$ cat src/rtl/sfd_framer_pkg.sv
package sfd_framer_pkg;
    typedef enum logic {
        ST_HUNT  = 1'b0,
        ST_BYTES = 1'b1
    } frm_state_e;
endpackage

$ cat src/rtl/sfd_hunt.sv
module sfd_hunt #(
    parameter int PRE_MIN = 8
) (
    input  logic clk,
    input  logic rst_n,
    input  logic flush_i,
    input  logic step_i,
    input  logic bit_i,
    output logic hit_o
);
    localparam int RUN_W = $clog2(PRE_MIN + 1);

    typedef struct packed {
        logic             have;
        logic             last;
        logic [RUN_W-1:0] run;
    } hunt_t;

    hunt_t hunt_d, hunt_q;

    always_comb begin
        hunt_d = hunt_q;
        hit_o  = 1'b0;
        if (flush_i) begin
            hunt_d = '0;
        end else if (step_i) begin
            if (hunt_q.have && hunt_q.last && bit_i &&
                hunt_q.run >= RUN_W'(PRE_MIN)) begin
                hit_o  = 1'b1;
                hunt_d = '0;
            end else begin
                hunt_d.have = 1'b1;
                hunt_d.last = bit_i;
                if (hunt_q.have && (hunt_q.last != bit_i)) begin
                    if (hunt_q.run < RUN_W'(PRE_MIN))
                        hunt_d.run = hunt_q.run + RUN_W'(1);
                end else begin
                    hunt_d.run = RUN_W'(1);
                end
            end
        end
    end

    always_ff @(posedge clk or negedge rst_n) begin
        if (!rst_n) hunt_q <= '0;
        else        hunt_q <= hunt_d;
    end

    // a delimiter is never declared on the very first bit after a flush
    a_r3_needs_history: assert property (@(posedge clk) disable iff (!rst_n)
        $past(flush_i) |-> !hit_o);
endmodule

$ cat src/rtl/sfd_byte_mark.sv
module sfd_byte_mark #(
    parameter int BYTE_BITS = 8,
    parameter int CNT_W     = 8
) (
    input  logic             clk,
    input  logic             rst_n,
    input  logic             clear_i,
    input  logic             start_i,
    input  logic             step_i,
    output logic             mark_o,
    output logic [CNT_W-1:0] count_o
);
    localparam int BIT_W = (BYTE_BITS > 1) ? $clog2(BYTE_BITS) : 1;
    localparam logic [CNT_W-1:0] CNT_MAX = '1;

    typedef struct packed {
        logic             mark;
        logic [BIT_W-1:0] pos;
        logic [CNT_W-1:0] cnt;
    } mark_t;

    mark_t mk_d, mk_q;

    always_comb begin
        mk_d = mk_q;
        if (clear_i) begin
            mk_d = '0;
        end else if (start_i) begin
            mk_d.mark = 1'b1;
            mk_d.pos  = '0;
            mk_d.cnt  = '0;
        end else if (step_i) begin
            if (mk_q.pos == BIT_W'(BYTE_BITS - 1)) begin
                mk_d.pos  = '0;
                mk_d.mark = ~mk_q.mark;
                if (mk_q.cnt != CNT_MAX)
                    mk_d.cnt = mk_q.cnt + CNT_W'(1);
            end else begin
                mk_d.pos = mk_q.pos + BIT_W'(1);
            end
        end
    end

    always_ff @(posedge clk or negedge rst_n) begin
        if (!rst_n) mk_q <= '0;
        else        mk_q <= mk_d;
    end

    assign mark_o  = mk_q.mark;
    assign count_o = mk_q.cnt;

    // the count never wraps; it only grows, holds, or is cleared
    a_r5_no_wrap: assert property (@(posedge clk) disable iff (!rst_n)
        (!clear_i && !start_i) |=> (count_o >= $past(count_o)));

    // the count moves only on a cycle where the mark flips
    a_r4_count_with_mark: assert property (@(posedge clk) disable iff (!rst_n)
        (!clear_i && !start_i && step_i && count_o != CNT_MAX)
            |=> ((count_o != $past(count_o)) == (mark_o != $past(mark_o))));
endmodule

$ cat src/rtl/sfd_byte_framer.sv
module sfd_byte_framer
    import sfd_framer_pkg::*;
#(
    parameter int PRE_MIN   = 8,
    parameter int BYTE_BITS = 8,
    parameter int CNT_W     = 8
) (
    input  logic             clk,
    input  logic             rst_n,
    input  logic             carrier_i,
    input  logic             bit_strobe_i,
    input  logic             rx_bit_i,
    output logic             rx_bit_o,
    output logic             bit_strobe_o,
    output logic             frame_mark_o,
    output logic [CNT_W-1:0] byte_count_o
);
    frm_state_e state_d, state_q;
    logic accept, hunting, hit;

    assign accept  = bit_strobe_i & carrier_i;
    assign hunting = (state_q == ST_HUNT);

    sfd_hunt #(.PRE_MIN(PRE_MIN)) hunt_i (
        .clk     (clk),
        .rst_n   (rst_n),
        .flush_i (!carrier_i || !hunting),
        .step_i  (accept && hunting),
        .bit_i   (rx_bit_i),
        .hit_o   (hit)
    );

    sfd_byte_mark #(.BYTE_BITS(BYTE_BITS), .CNT_W(CNT_W)) mark_i (
        .clk     (clk),
        .rst_n   (rst_n),
        .clear_i (!carrier_i),
        .start_i (hit),
        .step_i  (accept && !hunting),
        .mark_o  (frame_mark_o),
        .count_o (byte_count_o)
    );

    always_comb begin
        state_d = state_q;
        if (!carrier_i)  state_d = ST_HUNT;
        else if (hit)    state_d = ST_BYTES;
    end

    always_ff @(posedge clk or negedge rst_n) begin
        if (!rst_n) state_q <= ST_HUNT;
        else        state_q <= state_d;
    end

    assign rx_bit_o     = rx_bit_i;
    assign bit_strobe_o = accept;

    // loss of carrier clears the framing output on the next edge
    a_r6_carrier_drop: assert property (@(posedge clk) disable iff (!rst_n)
        !carrier_i |=> (!frame_mark_o && byte_count_o == '0 && state_q == ST_HUNT));

    // entering the byte phase starts with the mark high and count zero
    a_r2_enter_clean: assert property (@(posedge clk) disable iff (!rst_n)
        (hunting && carrier_i && hit) |=> (frame_mark_o && byte_count_o == '0));

    // no strobe with carrier present means outputs hold
    a_r7_idle_hold: assert property (@(posedge clk) disable iff (!rst_n)
        (carrier_i && !bit_strobe_i) |=> ($stable(frame_mark_o) && $stable(byte_count_o)));

    // in the byte phase the block never falls back to hunting while carrier stays
    a_r9_no_restart: assert property (@(posedge clk) disable iff (!rst_n)
        (!hunting && carrier_i) |=> (state_q == ST_BYTES));
endmodule

$ cat config.mk
export PLATFORM = sky130hd
export DESIGN_NAME = sfd_byte_framer
export DESIGN_NICKNAME = d
export VERILOG_FILES = /design/src/rtl/sfd_framer_pkg.sv /design/src/rtl/sfd_hunt.sv /design/src/rtl/sfd_byte_mark.sv /design/src/rtl/sfd_byte_framer.sv
export SDC_FILE = /design/constraint.sdc
export NUM_CORES = 1
export LEC_CHECK = 0
export BUFFER_PORTS_ARGS = -buffer_cell sky130_fd_sc_hd__buf_2
export CORE_ASPECT_RATIO = 0.8
export CORE_MARGIN = 5
export CORE_UTILIZATION = 49
export CTS_BUF_LIST = sky130_fd_sc_hd__clkbuf_8
export DETAILED_ROUTE_END_ITERATION = 12
export PLACE_DENSITY_LB_ADDON = 0.12
export SLEW_MARGIN = 25
export SYNTH_ARGS = -nofsm -noshare
export SYNTH_HDL_FRONTEND = slang
export SYNTH_SLANG_ARGS = --single-unit
$ cat constraint.sdc
create_clock -name clk -period 3.5 [get_ports clk]
set_input_delay 0.175 -clock clk [delete_from_list [all_inputs] [get_ports clk]]
set_output_delay 0.175 -clock clk [all_outputs]
set_load 0.01 [all_outputs]
* After elaboration in Yosys (flattened, before gate mapping) *
Cells that the tools add are included.

operators by class
  add/subtract/negate cells = 3
  $lt $le $gt $ge = 2
  equal/unequal tests = 8
  muxes and demuxes = 17
  bitwise operators = 3
  reductions and logical operators = 12

operators with widths
  operator               count
  $mux W12               3
  $mux W6                3
  $mux W8                2
  $ne A3 B1 Y1 const B   3
  $add A8 B1 Y8 const B  1
  $mux W4                2
  $ne A8 B8 Y1 const B   1
  $logic_and A1 B1 Y1    6
  $mux W1                6
  $add A4 B1 Y4 const B  1
  $ge A4 B4 Y1 const B   1
  $lt A4 B4 Y1 const B   1
  $ne A4 B2 Y1 const B   1
  $reduce_and A2 Y1      2
  $add A3 B1 Y3 const B  1
  $eq A3 B3 Y1 const B   1
  $mux W3                1
  $reduce_and A3 Y1      1
  $ne A2 B1 Y1 const B   1
  $not A1 Y1             2
  $reduce_bool A2 Y1     1
  $and A1 B1 Y1          1
  $logic_not A1 Y1       1
  $logic_or A1 B1 Y1     1
  $ne A1 B1 Y1           1

storage, ports and cells
  flip-flop bits (word level) = 19
  input port bits = 5
  output and inout bits = 11
  logic and storage cells = 52

* Depth between registers and ports, before layout *
Gate-level depths: netlist of the first run.

  depth in word-level cells = 8
  depth in mapped cells = 6
  depth with buffers taken out = 6

* By module *
A second synthesis of the first run with hierarchy kept.

unflattened totals
  cell total of the unflattened synthesis = 117
  area, all modules = 1118.6 sq um

by module, submodules not included
  module           times used  cells an instance  area each (sq um)  seq. area each (sq um)
  sfd_byte_mark    1           73                 709.4              300.3
  sfd_hunt         1           36                 336.6              150.1
  sfd_byte_framer  1           8                  72.6               25.0

* Worst setup path after synthesis of the first run *
No wires, ideal clock.

  path type = reg2reg
  start point = register mark_i.mk_q[8] in the netlist's numbering
  end point = register mark_i.mk_q (netlist bit mark_i.count_o[5])
  setup time = 0.077 ns
  data arrival time = 1.447 ns
  data required time = 3.423 ns
  setup slack = 1.975 ns
  cell stages (with the launch flop) = 7
  path buffers = 0
  period minus slack after synthesis = 1.525 ns
  cells stage by stage = dfrtp_1 ha_1 ha_1 and3_4 o211ai_4 or3_1 a21oi_1

on the way
  word-level cells in the longest chain between the ends = 3

ends and longest elaborated chain
  item                                line                 text
  from (decl)                         sfd_byte_mark.sv:22  mark_t mk_d, mk_q;
  from (signal assigned)              sfd_byte_mark.sv:46  else mk_q <= mk_d;
  $eq A3 B3 Y1                        sfd_byte_mark.sv:33  if (mk_q.pos == BIT_W'(BYTE_BITS - 1)) begin
  $ne A3 B1 Y1 (no source line)       n/a
  $reduce_and A3 Y1 (no source line)  n/a

Every way passes these cells.
A chain may end at the register's enable or synchronous reset.

* Worst setup path in the final report of the first run *
Ends and elaborated chain as after synthesis.

==> summary by stage, run 1 <==
STA
For the finished layout, the period the worst path requires is ~1.6 ns. The final count of hold timing violations is 0. The clock arrives with about 0.0023 ns of skew.

The upper clock frequency limit is between 600 and 700 MHz. The setup slack after layout is approximately 1.9 ns. Dividing the final minimum period by the clock period gives 0.469. Setup repair after global routing left no endpoint under its margin. The sum of negative setup slack is 0 ns. The tightest hold path in the finished design has a slack of 0.225 ns. Headroom to the max-slew limit came out at 0.698. The max-slew violation count came to 0. At the pin with the least slew margin, the transition time is approximately 0.45 ns. Setup violations remaining at the end of the flow were counted as 0.

CTS
The post-CTS resize count is 0. The clock slew seen by the registers of the worst setup and hold paths is ~0.07 ns. The longest clock path from root to sink contains 2 buffers.

TritonCTS built the clock tree. The number of sinks handled by clock tree synthesis is 19. The number of clock buffers inserted by TritonCTS is 3.

At the later pin of the worst-skew pair, clock insertion delay measures approximately 0.26 ns. The maximum level of the CTS H-tree is 1. The root cell of the clock tree is clkbuf_8.

Floorplan
The standard-cell row count is 15. The floorplan step set the die width to 63.2 µm. The full die area is around 3300 µm². The initial utilization of the core area, before any placement, comes to 0.514. During I/O placement, the number of pins put on the boundary was 16.

The die height is about 53 µm. The area of the placeable core is roughly 2200 µm².

Placement
The congestion estimate from routability-driven global placement came to just under 0.8. The wire-length estimate of the detail-placed layout is 1440 µm. Prior to clock tree synthesis, the placed netlist has a worst setup slack of ~1.9 ns. The count of buffers inserted at the top-level ports is 15.

Detailed routing
In the final routed layout, each cell accounts on average for roughly 13 µm. Signal routing reaches up to met4. The routed design uses a little over 90 µm of met3 wire. The total vias in the final route is 820. In the final routing, the length of wire on met1 measures slightly below 1000 µm.

The DRC violation total after the first TritonRoute iteration is 28. The first TritonRoute pass finished after 4 iterations. The aggregate routed wire length is 1990 µm. The amount of wire on met2 after detailed routing is slightly below 900 µm. The detail route stage leaves a number of antenna-violating nets equal to 0. The via density per instance is 5.50. In the routed design, unresolved DRC markers number 0.

Yosys
After synthesis, the share of cell area in mux cells is 0.00903. The number of nets in the synthesized netlist is approximately 130. Of the total synthesized cell area, the portion taken by XOR and XNOR cells is 0.0474. Averaged over all synthesized cells, the footprint is 9.64 µm². The fraction of the mapped netlist area in compound gates is 0.165. Of the total synthesized cell area, the portion taken by AND, OR, NAND and NOR gates is 0.209.

The combinational family with the most area after synthesis is simple AND/OR/NAND/NOR gates. The count of distinct cell types in the synthesized netlist is 33. Of the total synthesized cell area, the portion taken by full adders, half adders and majority gates is 0.0564. The synthesized area is around 1100 µm².

Synthesis produced around 120 cells. The post-synthesis sequential area ratio is 0.429. The number of warnings printed during yosys synthesis is 0. Synthesis inferred 19 register bits.

Setup path
Measured in cells, the most critical reg-to-reg path has a length of 6. The critical path start-end classification is reg -> reg. For flop-to-flop paths, the worst setup slack is around 1.9 ns. The type of origin of the critical path is a register. The worst register-to-register path ends at mark_i.count_o[5]. In this run the worst path has a maximum fanout of 5. The critical path starts at mark_i.mk_q[8]. The worst path required time is around 3.7 ns. The sort of element at the end of the critical path is a register. The worst register-to-register path begins at mark_i.mk_q[8].

The worst setup path endpoint is mark_i.count_o[5]. For the worst setup path, the data arrival time is about 1.8 ns.

Power and ir drop
The switching part of the total power is 0.227. The clock network fraction of design power is 0.371. The combinational power share is 0.065. Summed over all cells, the static leakage comes to a little under 0.6 nW. VDD sags by at most between 0.0003 and 0.0004 V. For this design the total switching power over the nets is just over 90 µW. In this run the power density over the cells is 335 nW/µm². Internal power comes to about 310 µW. The sequential share of power is 0.564.

Layout
Of the cells placed in the final design, the portion with a size suffix greater than 1 is 0.177. After the last flow step, the layout net total stands at between 100 and 150. The number of diodes is 0.

For this run, the share of the core covered by cells in the final layout is 0.552. The relative area change from synthesis to final layout is 7.45%. The count of fill cells added during filler insertion is roughly 190. The most common cell after layout, fill and taps aside is dfrtp_1. The library cells used most frequently in the layout, excluding fill and tap cells, are dfrtp_1 (19), buf_2 (15), nor2_1 (13).

Run status
The flow ran to the end, and the final reports show no timing, DRC or antenna violations.

Flow run
The total of max-cap violations is 0.

Hold path
The tightest min-delay check is of the in -> reg type. The startpoint identified for the worst hold timing path is rx_bit_i.

GRT
The total overflow left after global routing is 0. The global-route wire length before repair is around 3400 µm. The pin count of the biggest net entering global routing is 20. The number of global-route vias before repair is between 700 and 800. Across every metal layer, demand over resource in global routing totals 0.131. The initial antenna violation count came to 0.
## cell usage after synthesis
master | instances | area share
clkbuf_1 | 1 | 0.0034
nand3_1 | 7 | 0.032
inv_1 | 4 | 0.014
nand4_2 | 1 | 0.011
xor2_1 | 6 | 0.047
mux2i_1 | 1 | 0.0090
o31ai_1 | 1 | 0.0068
a211oi_1 | 1 | 0.0068
ha_1 | 5 | 0.056
a21o_1 | 1 | 0.0068
a221oi_1 | 1 | 0.0079
and3_4 | 1 | 0.010
o211ai_1 | 1 | 0.0068
nand4_1 | 2 | 0.011
or3_1 | 2 | 0.011
a211o_1 | 1 | 0.0079
o21ai_0 | 7 | 0.032
nor4b_1 | 1 | 0.0079
a21oi_1 | 7 | 0.032
nor4_1 | 1 | 0.0056
and4_1 | 1 | 0.0079
buf_4 | 10 | 0.068
dfrtp_1 | 19 | 0.43
nor2_1 | 13 | 0.044
nand2b_1 | 4 | 0.023
and2_1 | 2 | 0.011
a41oi_1 | 1 | 0.0079
nor2b_1 | 1 | 0.0056
nand2_1 | 5 | 0.017
a32oi_1 | 3 | 0.024
o21ai_2 | 1 | 0.0079
o211ai_4 | 1 | 0.019
and3_1 | 2 | 0.011
## critical path, cell delays in order, from the launching register on
cell,delay (ns)
dfrtp_1,0.37
ha_1,0.16
ha_1,0.20
and3_4,0.24
o211ai_4,0.10
or3_1,0.35
a21oi_1,0.15
## through the flow
stage               area [µm²]  std cells  total power [mW]
detailed placement        1140        144             0.255
floorplan                 1110        115             0.243
global route              1190        149             0.420
global placement          1140        144             0.255
CTS                       1190        149             0.406
finish                    1190        149             0.399
## worst min-delay path by stage
stage,to,slack [ns],depth (start not counted)
floorplan,hunt_i.hunt_q[0],-0.12,0
global placement,hunt_i.hunt_q[1],0.14,1
detailed placement,hunt_i.hunt_q[1],0.14,1
CTS,hunt_i.hunt_q[4],0.22,3
global route,hunt_i.hunt_q[4],0.24,3
finish,hunt_i.hunt_q[4],0.23,3
## state kept, by name, indices dropped and copies added (netlist names)
name / count
state_q: 1
mark_i.mk_q: 3
mark_i.count_o: 8
hunt_i.hunt_q: 6
mark_i.mark_o: 1
## metal layers
layer / GRT usage / vias to the layer above
li1: - / 425
met1: 0.166 / 377
met2: 0.200 / 14
met3: 0.0408 / 4
met4: 0.0761 / 0
met5: 0 / -
## what timing repair did
action	4_1_cts	5_1_grt
hold buffers	1	0
hold endpoints to repair	19	0
buffers inserted	0	0
## power groups by stage
stage	clock [mW]	combinational, mW	sequential [mW]
final	0.148	0.0258	0.225
after global routing	0.165	0.0297	0.225
after CTS	0.155	0.0265	0.225
after detailed placement	0	0.0256	0.229
after global placement	0	0.0253	0.229
after floorplan	0	0.0141	0.229
## layout make-up
cell class | count | area, µm² | area share
multi-input combinational | 81 | 539 | 0.453
sequential | 19 | 475 | 0.399
timing repair buffer | 16 | 85.1 | 0.0714
clock buffer | 3 | 41.3 | 0.0347
tap | 25 | 31.3 | 0.0263
inverter | 4 | 15.0 | 0.0126
clock inverter | 1 | 3.75 | 0.00315
## kinds of logic after synthesis
group	after synthesis
AND/OR/NAND/NOR	43
adder cells (fa/ha/maj)	5
flip-flops	19
multiplexers	1
AO/OA/AOI/OAI	26
buffers and inverters	15
XOR/XNOR	6
Note: power is estimated with default switching activity, not from simulation.
==> run 2, diff against run 1 <==
- clock period: 3.5 -> 1.4 ns (I/O delays scaled with it)
==> summary by stage, run 2 (synthesized netlist as in run 1, its figures left out) <==
Power and ir drop
The sequential share of power is 0.553 (was 0.564). The switching part of the total power is 0.231 (was 0.227). The net switching component of the power is 234 µW (was 90.7 µW). The cell internal power dissipation is 780 µW (was 308 µW). The worst ir drop on vdd is 0.000742 V (was 0.000341 V).

The static leakage is 0.677 nW (was 0.584 nW). The combinational power share is 0.081 (was 0.065). The clock network fraction of design power came to 0.366 (was 0.371). The areal power density over the cells was 725 nW/µm² (was 335 nW/µm²).

Layout
The number of flip-flops under the largest register name is 8 (unchanged). The ratio of cells with drive above 1 in the final layout is 0.371 (was 0.177). Commonest non-fill, non-tap cells in the layout: dfrtp_1 (19), buf_4 (19), buf_2 (15), nor2_1 (13) (was dfrtp_1 (19), buf_2 (15), nor2_1 (13)). The number of diodes came to 0 (unchanged). The utilization of the core after routing came to 0.649 (was 0.552). The count of fill cells added during filler insertion came to 187 (was 194). The relative area change from synthesis to final layout is 26.3% (was 7.45%). The final net count is 154 (was 135).

Floorplan
The total I/O pin count is 16 (unchanged). The standard-cell row count was 15 (unchanged). The area of the placeable core is 2160 µm² (unchanged). The overall die width came to 63.2 µm (unchanged).

The initial core utilization came to 0.514 (unchanged). The die height was 52.5 µm (unchanged). The full die area is 3320 µm² (unchanged).

CTS
The root cell of the clock tree was clkbuf_8 (unchanged). The number of buffers on the longest clock path is 2 (unchanged). The maximum level of the CTS H-tree is 1 (unchanged). The number of sinks handled by clock tree synthesis came to 19 (unchanged). The TritonCTS clock tree was yes (unchanged). The clock latency on the worst-skew pair is 0.25 ns (was 0.26 ns). The number of clock buffers inserted by TritonCTS is 3 (unchanged). The clock slew seen by the registers of the worst setup and hold paths is 0.07 ns (about the same).

Setup path
The startpoint of the most critical register-to-register path is mark_i.mk_q[9] (was mark_i.mk_q[8]). The data arrival at the endpoint of the critical path is 1.67 ns (was 1.83 ns). The sort of element at the end of the critical path is a register (unchanged). The maximum fanout along the worst path is 5 (unchanged). The master of the slowest instance on the critical path is dfrtp_1 (unchanged). The count of buffering cells on the critical path with inverters included is 0 (unchanged).

The beginning of the critical path is mark_i.mk_q[9] (was mark_i.mk_q[8]). The type of origin of the critical path is a register (unchanged). The reg-to-reg critical path endpoint is mark_i.count_o[5] (unchanged). The highest cell delay on the worst timing path is 0.37 ns (about the same). The cell family contributing the most delay on the critical path is simple AND/OR/NAND/NOR gates (unchanged). The worst path required time is 1.59 ns (was 3.68 ns).

The critical path start-end classification is reg -> reg (unchanged). The cell depth of the worst flop-to-flop path is 6 (unchanged). Worst-path cell chain: ha_2, ha_4, and3_4, o211ai_4, or3_1, a21oi_2 (was ha_1, ha_1, and3_4, o211ai_4, or3_1, a21oi_1). The setup slack of the most critical reg-to-reg path is -0.08 ns (was 1.86 ns).

GRT
The global-route wire length before repair is 4020 µm (was 3400 µm). The number of global-route vias before repair is 859 (was 782). The total global routing overflow was 0 (unchanged). The pin count of the biggest net entering global routing is 20 (unchanged). The initial antenna violation count is 0 (unchanged).

The global-route total usage across every layer is 0.155 (was 0.131).

Run status
Result of the run: finished, violations left (was finished, final reports clean). The final reports fail on negative setup slack.

STA
The share of the clock period used by the worst path is 1.06 (was 0.469). RSZ-0062 raised after global routing: true (was false). The upper clock frequency limit is 674 MHz (was 609 MHz).

The headroom to the max-slew limit is 0.718 (was 0.698). The max-slew violation count is 0 (unchanged). The setup slack after layout is -0.0843 ns (was 1.86 ns). The final count of hold timing violations is 0 (unchanged). The final period demand of the worst path is 1.48 ns (was 1.64 ns). The worst clock skew is 0.00375 ns (was 0.00230 ns). The transition time of the tightest slew-check pin was 0.424 ns (was 0.449 ns). The final count of negative-setup-slack endpoints was 7 (was 0). The worst hold-check slack is 0.128 ns (was 0.225 ns).

Detailed routing
The routed length per placed instance is 13.7 µm (was 13.4 µm). The DRC violation total after the first TritonRoute iteration is 54 (was 28). The detailed-routing iteration count for the pre-antenna-repair pass came to 4 (unchanged). The aggregate routed wire length was 2310 µm (was 1990 µm).

The total vias in the final route is 906 (was 820). The via density per instance came to 5.39 (was 5.50). The post-detailed-route count of antenna-violating nets is 0 (unchanged). The total DRC errors in the routed layout is 0 (unchanged).

Hold path
The worst hold path class is in -> reg (unchanged). The origin of the worst min-delay path is bit_strobe_i (was rx_bit_i). The capture endpoint of the worst hold path is hunt_i.hunt_q[0] (was hunt_i.hunt_q[4]). The cell depth of the worst min-delay path is 2 (was 3).

Placement
The half-perimeter wire length after placement is 1730 µm (was 1440 µm). The placer congestion estimate is 0.791 (was 0.775). The count of buffers inserted at the top-level ports is 15 (unchanged).

Flow run
The total of max-cap violations is 0 (unchanged).
[run 2: worst max path at each step]
stage	to	slack, ns	cells after the start
after CTS	mark_i.count_o[5]	-0.10	6
after detailed placement	mark_i.count_o[5]	-0.1	6
after global routing	mark_i.count_o[6]	-0.15	7
after floorplan	mark_i.count_o[5]	-0.04	6
final	mark_i.count_o[5]	-0.08	6
after global placement	mark_i.count_o[5]	-0.05	6
[run 2: area by class of cell]
type	instances	area, µm²	area share
Tap cell	25	31.3	0.0223
Clock inverter	1	3.75	0.00268
Clock buffer	3	41.3	0.0295
Inverter	4	15.0	0.0107
Sequential cell	19	475	0.340
Multi-Input combinational cell	81	606	0.433
Timing Repair Buffer	35	228	0.163
[run 2: timing repair]
action | 4_1_cts | 5_1_grt
hold buffers | 1 | 0
buffers inserted | 1 | 1
gates resized for setup | 1 | 11
endpoints found under the setup margin | 6 | 11
pin swaps | 8 | 4
endpoints found under the hold margin | 19 | 0
[run 2: through the flow]
step | setup TNS (ns) | power [mW] | cell area [µm²] | setup slack [ns] | std cells
5_1_grt | -0.995 | 1.07 | 1400 | -0.154 | 168
3_3_place_gp | -0.115 | 0.646 | 1280 | -0.0481 | 161
3_5_place_dp | -0.320 | 0.647 | 1280 | -0.0978 | 161
6_report | -0.371 | 1.01 | 1400 | -0.0843 | 168
2_1_floorplan | -0.0927 | 0.607 | 1120 | -0.0436 | 115
4_1_cts | -0.430 | 1.02 | 1350 | -0.104 | 167
[run 2: power by group through the flow]
stage          logic [mW]  clock network, mW  registers [mW]
6_report           0.0823              0.371           0.561
4_1_cts            0.0776              0.384           0.561
3_5_place_dp       0.0751                  0           0.571
5_1_grt            0.0937              0.411           0.562
3_3_place_gp       0.0745                  0           0.571
2_1_floorplan      0.0352                  0           0.571
[run 2: per-layer routing]
| metal | part of all wire | global-route usage | vias to the layer above |
|---|---|---|---|
| met3 | 0.039 | 0.0408 | 4 |
| met4 | 0.010 | 0.0415 | 0 |
| met2 | 0.47 | 0.242 | 13 |
| met5 | 0 | 0 | - |
| met1 | 0.49 | 0.213 | 429 |
| li1 | - | - | 460 |
==> run 3, diff against run 2 <==
--- a/config.mk
+++ b/config.mk
@@ -6,4 +6,5 @@
 export NUM_CORES = 1
 export LEC_CHECK = 0
+export ABC_AREA = 1
 export BUFFER_PORTS_ARGS = -buffer_cell sky130_fd_sc_hd__buf_2
 export CORE_ASPECT_RATIO = 0.8
==> constraint.sdc (replaced) <==
create_clock -name clk -period 1.4 [get_ports clk]
set_input_delay 0.28 -clock clk [delete_from_list [all_inputs] [get_ports clk]]
set_output_delay 0.28 -clock clk [all_outputs]
set_load 0.01 [all_outputs]
==> summary by stage, run 3 <==
Run status
Result of the run: finished, final reports clean (was finished, violations left).

Layout
The number of flip-flops under the largest register name came to 8 (unchanged). Commonest non-fill, non-tap cells in the layout: nand2_1 (52), inv_1 (21), dfrtp_1 (19), nor2_1 (16), buf_2 (15) (was dfrtp_1 (19), buf_4 (19), buf_2 (15), nor2_1 (13)). The relative area change from synthesis to final layout is 16.7% (was 26.3%).

The number of diodes is 0 (unchanged). The final net count is 203 (was 154). The final standard cell count with taps included and fillers excluded is 228 (was 168). The library cell used most frequently in the layout, excluding fill and tap cells, is nand2_1.

The ratio of cells with drive above 1 in the final layout is 0.229 (was 0.371).

Setup path
The critical path start-end classification is reg -> reg (unchanged). The sort of element at the end of the critical path is a register (unchanged). The data arrival at the endpoint of the critical path came to 1.55 ns (was 1.67 ns). The cell repeated most along the worst path is nand2_1.

The count of buffering cells on the critical path with inverters included was 1 (was 0). The master of the slowest instance on the critical path was dfrtp_1 (unchanged). The highest cell delay on the worst timing path is 0.36 ns (was 0.37 ns).

The type of origin of the critical path is a register (unchanged). The maximum fanout along the worst path is 8 (was 5). Worst-path cell chain: ha_2, ha_4, inv_2, o211ai_1, nand2_2, nand2_1, nand2_1 (was ha_2, ha_4, and3_4, o211ai_4, or3_1, a21oi_2). The worst path required time is 1.55 ns (was 1.59 ns). The cell family contributing the most delay on the critical path is flip-flops (was simple AND/OR/NAND/NOR gates).

Yosys
The synthesized netlist cell count is 171 (was 115). Area contributors post-synth: dfrtp_1 (39%), nand2_1 (16%), nand3_1 (6.5%) (was dfrtp_1 (43%), buf_4 (6.8%), ha_1 (5.6%)). The number of nets produced by synthesis came to 181 (was 125).

The post-synthesis sequential area ratio was 0.387 (was 0.429). The synthesized area was 1230 µm² (was 1110 µm²). The number of enable flip-flop cells after synthesis is 0 (unchanged). The average instance area after synthesis is 7.19 µm² (was 9.64 µm²). The most numerous cell in the Yosys netlist is nand2_1 (was dfrtp_1). The number of warnings printed during yosys synthesis came to 0 (unchanged).

Top cells by instance count after synthesis: nand2_1 (53), inv_1 (21), dfrtp_1 (19) (was dfrtp_1 (19), nor2_1 (13), buf_4 (10)). The proportion of synthesized flip-flops having asynchronous set or reset is 1.00 (unchanged). The cell type contributing the most total cell area after synthesis is dfrtp_1 (unchanged). The share of Yosys cell area claimed by the top area cell type is 0.387 (was 0.429). The count of distinct cell types in the synthesized netlist came to 20 (was 33). The leading register cell type out of synthesis is dfrtp_1 (unchanged). The number of register bits inferred by synthesis was 19 (unchanged).

Placement
The number of placed cells counting well taps is 223 (was 161). The count of buffers inserted at the top-level ports is 15 (unchanged). The half-perimeter wire length after placement came to 1980 µm (was 1730 µm).

The placer congestion estimate is 0.835 (was 0.791).

Floorplan
The die height is 54.8 µm (was 52.5 µm). The overall die width was 66.0 µm (was 63.2 µm). The area of the placeable core was 2420 µm² (was 2160 µm²).

The initial core utilization was 0.507 (was 0.514). The full die area came to 3620 µm² (was 3320 µm²). The total I/O pin count is 16 (unchanged).

The standard-cell row count is 16 (was 15).

Detailed routing
The DRC violation total after the first TritonRoute iteration was 32 (was 54). The via density per instance came to 4.87 (was 5.39). The total DRC errors in the routed layout is 0 (unchanged). The post-detailed-route count of antenna-violating nets is 0 (unchanged). The total vias in the final route is 1111 (was 906). The aggregate routed wire length was 2540 µm (was 2310 µm).

The detailed-routing iteration count for the pre-antenna-repair pass was 4 (unchanged). The routed length per placed instance is 11.2 µm (was 13.7 µm).

STA
The transition time of the tightest slew-check pin came to 0.434 ns (was 0.424 ns). The share of the clock period used by the worst path was 0.999 (was 1.06). The worst hold-check slack came to 0.298 ns (was 0.128 ns). The final count of hold timing violations is 0 (unchanged). The worst clock skew is 0.00255 ns (was 0.00375 ns). The headroom to the max-slew limit was 0.711 (was 0.718). The max-slew violation count came to 0 (unchanged). The upper clock frequency limit was 715 MHz (was 674 MHz). RSZ-0062 raised after global routing: true (unchanged). The final count of negative-setup-slack endpoints came to 0 (was 7). The final period demand of the worst path is 1.40 ns (was 1.48 ns).

Power and ir drop
The switching part of the total power came to 0.270 (was 0.231). The worst ir drop on vdd was 0.000642 V (was 0.000742 V). The clock network fraction of design power is 0.317 (was 0.366). The static leakage is 0.750 nW (was 0.677 nW).

The combinational power share is 0.169 (was 0.081). The sequential share of power is 0.514 (was 0.553). The net switching component of the power came to 314 µW (was 234 µW). The total power draw is 1.17 mW (was 1.01 mW). The areal power density over the cells is 813 nW/µm² (was 725 nW/µm²).

The cell internal power dissipation is 851 µW (was 780 µW).

GRT
The pin count of the biggest net entering global routing is 20 (unchanged). The number of global-route vias before repair is 1050 (was 859). The global-route wire length before repair was 4440 µm (was 4020 µm). The global-route total usage across every layer is 0.164 (was 0.155).

The total global routing overflow is 0 (unchanged). The initial antenna violation count is 0 (unchanged).

CTS
The number of clock buffers inserted by TritonCTS is 3 (unchanged). The clock slew seen by the registers of the worst setup and hold paths is 0.07 ns (about the same). The clock latency on the worst-skew pair was 0.25 ns (about the same). The setup fix buffers added after clock tree synthesis came to 0 (was 1). The maximum level of the CTS H-tree was 1 (unchanged).

The number of buffers on the longest clock path is 2 (unchanged). The number of sinks handled by clock tree synthesis is 19 (unchanged). The TritonCTS clock tree is yes (unchanged). The root cell of the clock tree is clkbuf_8 (unchanged).

Flow run
The total of max-cap violations is 0 (unchanged).

Hold path
The worst hold path class is in -> reg (unchanged).
==> run 3: changes by cell type after synthesis, moves of 6 or more <==
cell,delta
o21ai_1,+6
inv_1,+17
nand3_1,+9
nand2_1,+48
==> run 3: metrics by stage <==
| stage | cell area, µm² | setup WS, ns | utilization | TNS [ns] |
|---|---|---|---|---|
| final | 1430 | 0.000996 | 0.592 | 0 |
| after global routing | 1430 | -0.115 | 0.592 | -0.785 |
| after CTS | 1400 | -0.000612 | 0.580 | -0.000612 |
| after detailed placement | 1350 | 0.0200 | 0.557 | 0 |
| after global placement | 1350 | 0.0495 | 0.557 | 0 |
| after floorplan | 1230 | 0.0410 | - | 0 |
==> run 3: timing repair <==
action,in CTS,in global routing
resized for setup,0,8
setup endpoints to repair,3,11
endpoints found under the hold margin,19,0
pin swaps,2,7
hold buffers,1,0
==> run 3: per-layer routing <==
metal,share of wire,global-route usage,up-vias
li1,-,-,575
met1,0.51,0.206,511
met2,0.44,0.275,21
met3,0.045,0.0534,4
met4,0.0087,0.0439,0
met5,0,0,-
==> run 3: final cells by class <==
class	count	area (µm²)
fillers	238	988
inverters	21	78.8
repair buffers	28	175
clock inverters	1	3.75
multi-input cells	120	614
well taps	36	45.0
clock buffers	3	41.3
flip-flops and latches	19	475
==> run 3: kinds of logic (layout without fill, tap and decap cells) <==
family | Yosys count | in the layout | synth area share
buf+inv | 32 | 53 | 0.137
fa+ha+maj | 5 | 5 | 0.0509
simple gates | 98 | 98 | 0.345
flops | 19 | 19 | 0.387
compound gates | 16 | 16 | 0.0723
xor+xnor | 1 | 1 | 0.00713
==> run 3: final timing paths <==
| kind | startpoint | endpoint | slack [ns] | depth (start not counted) |
|---|---|---|---|---|
| setup / recovery | mark_i.mk_q[8] | mark_i.count_o[7] | 0.001 | 7 |
| hold / removal | rx_bit_i | hunt_i.hunt_q[4] | 0.30 | 3 |
| setup reg to reg | mark_i.mk_q[8] | mark_i.count_o[7] | 0.001 | 7 |
| hold reg to reg | hunt_i.hunt_q[2] | hunt_i.hunt_q[2] | 0.47 | 1 |
| max in group asynchronous | rst_n | mark_i.count_o[6] | 0.61 | 2 |
| min in group asynchronous | rst_n | mark_i.mk_q[9] | 0.49 | 2 |
==> run 3: worst reg2reg max path: stages (launching register included) <==
cell and delay (ns):
dfrtp_1 0.36, ha_2 0.19, ha_4 0.12, inv_2 0.03
o211ai_1 0.25, nand2_2 0.18, nand2_1 0.11, nand2_1 0.05
==> run 3: power groups by stage <==
stage,Sequential [mW],Clock [mW],Combinational (mW)
2_1_floorplan,0.615,0,0.116
3_3_place_gp,0.610,0,0.185
3_5_place_dp,0.610,0,0.191
4_1_cts,0.599,0.381,0.194
5_1_grt,0.604,0.413,0.223
6_report,0.599,0.370,0.197
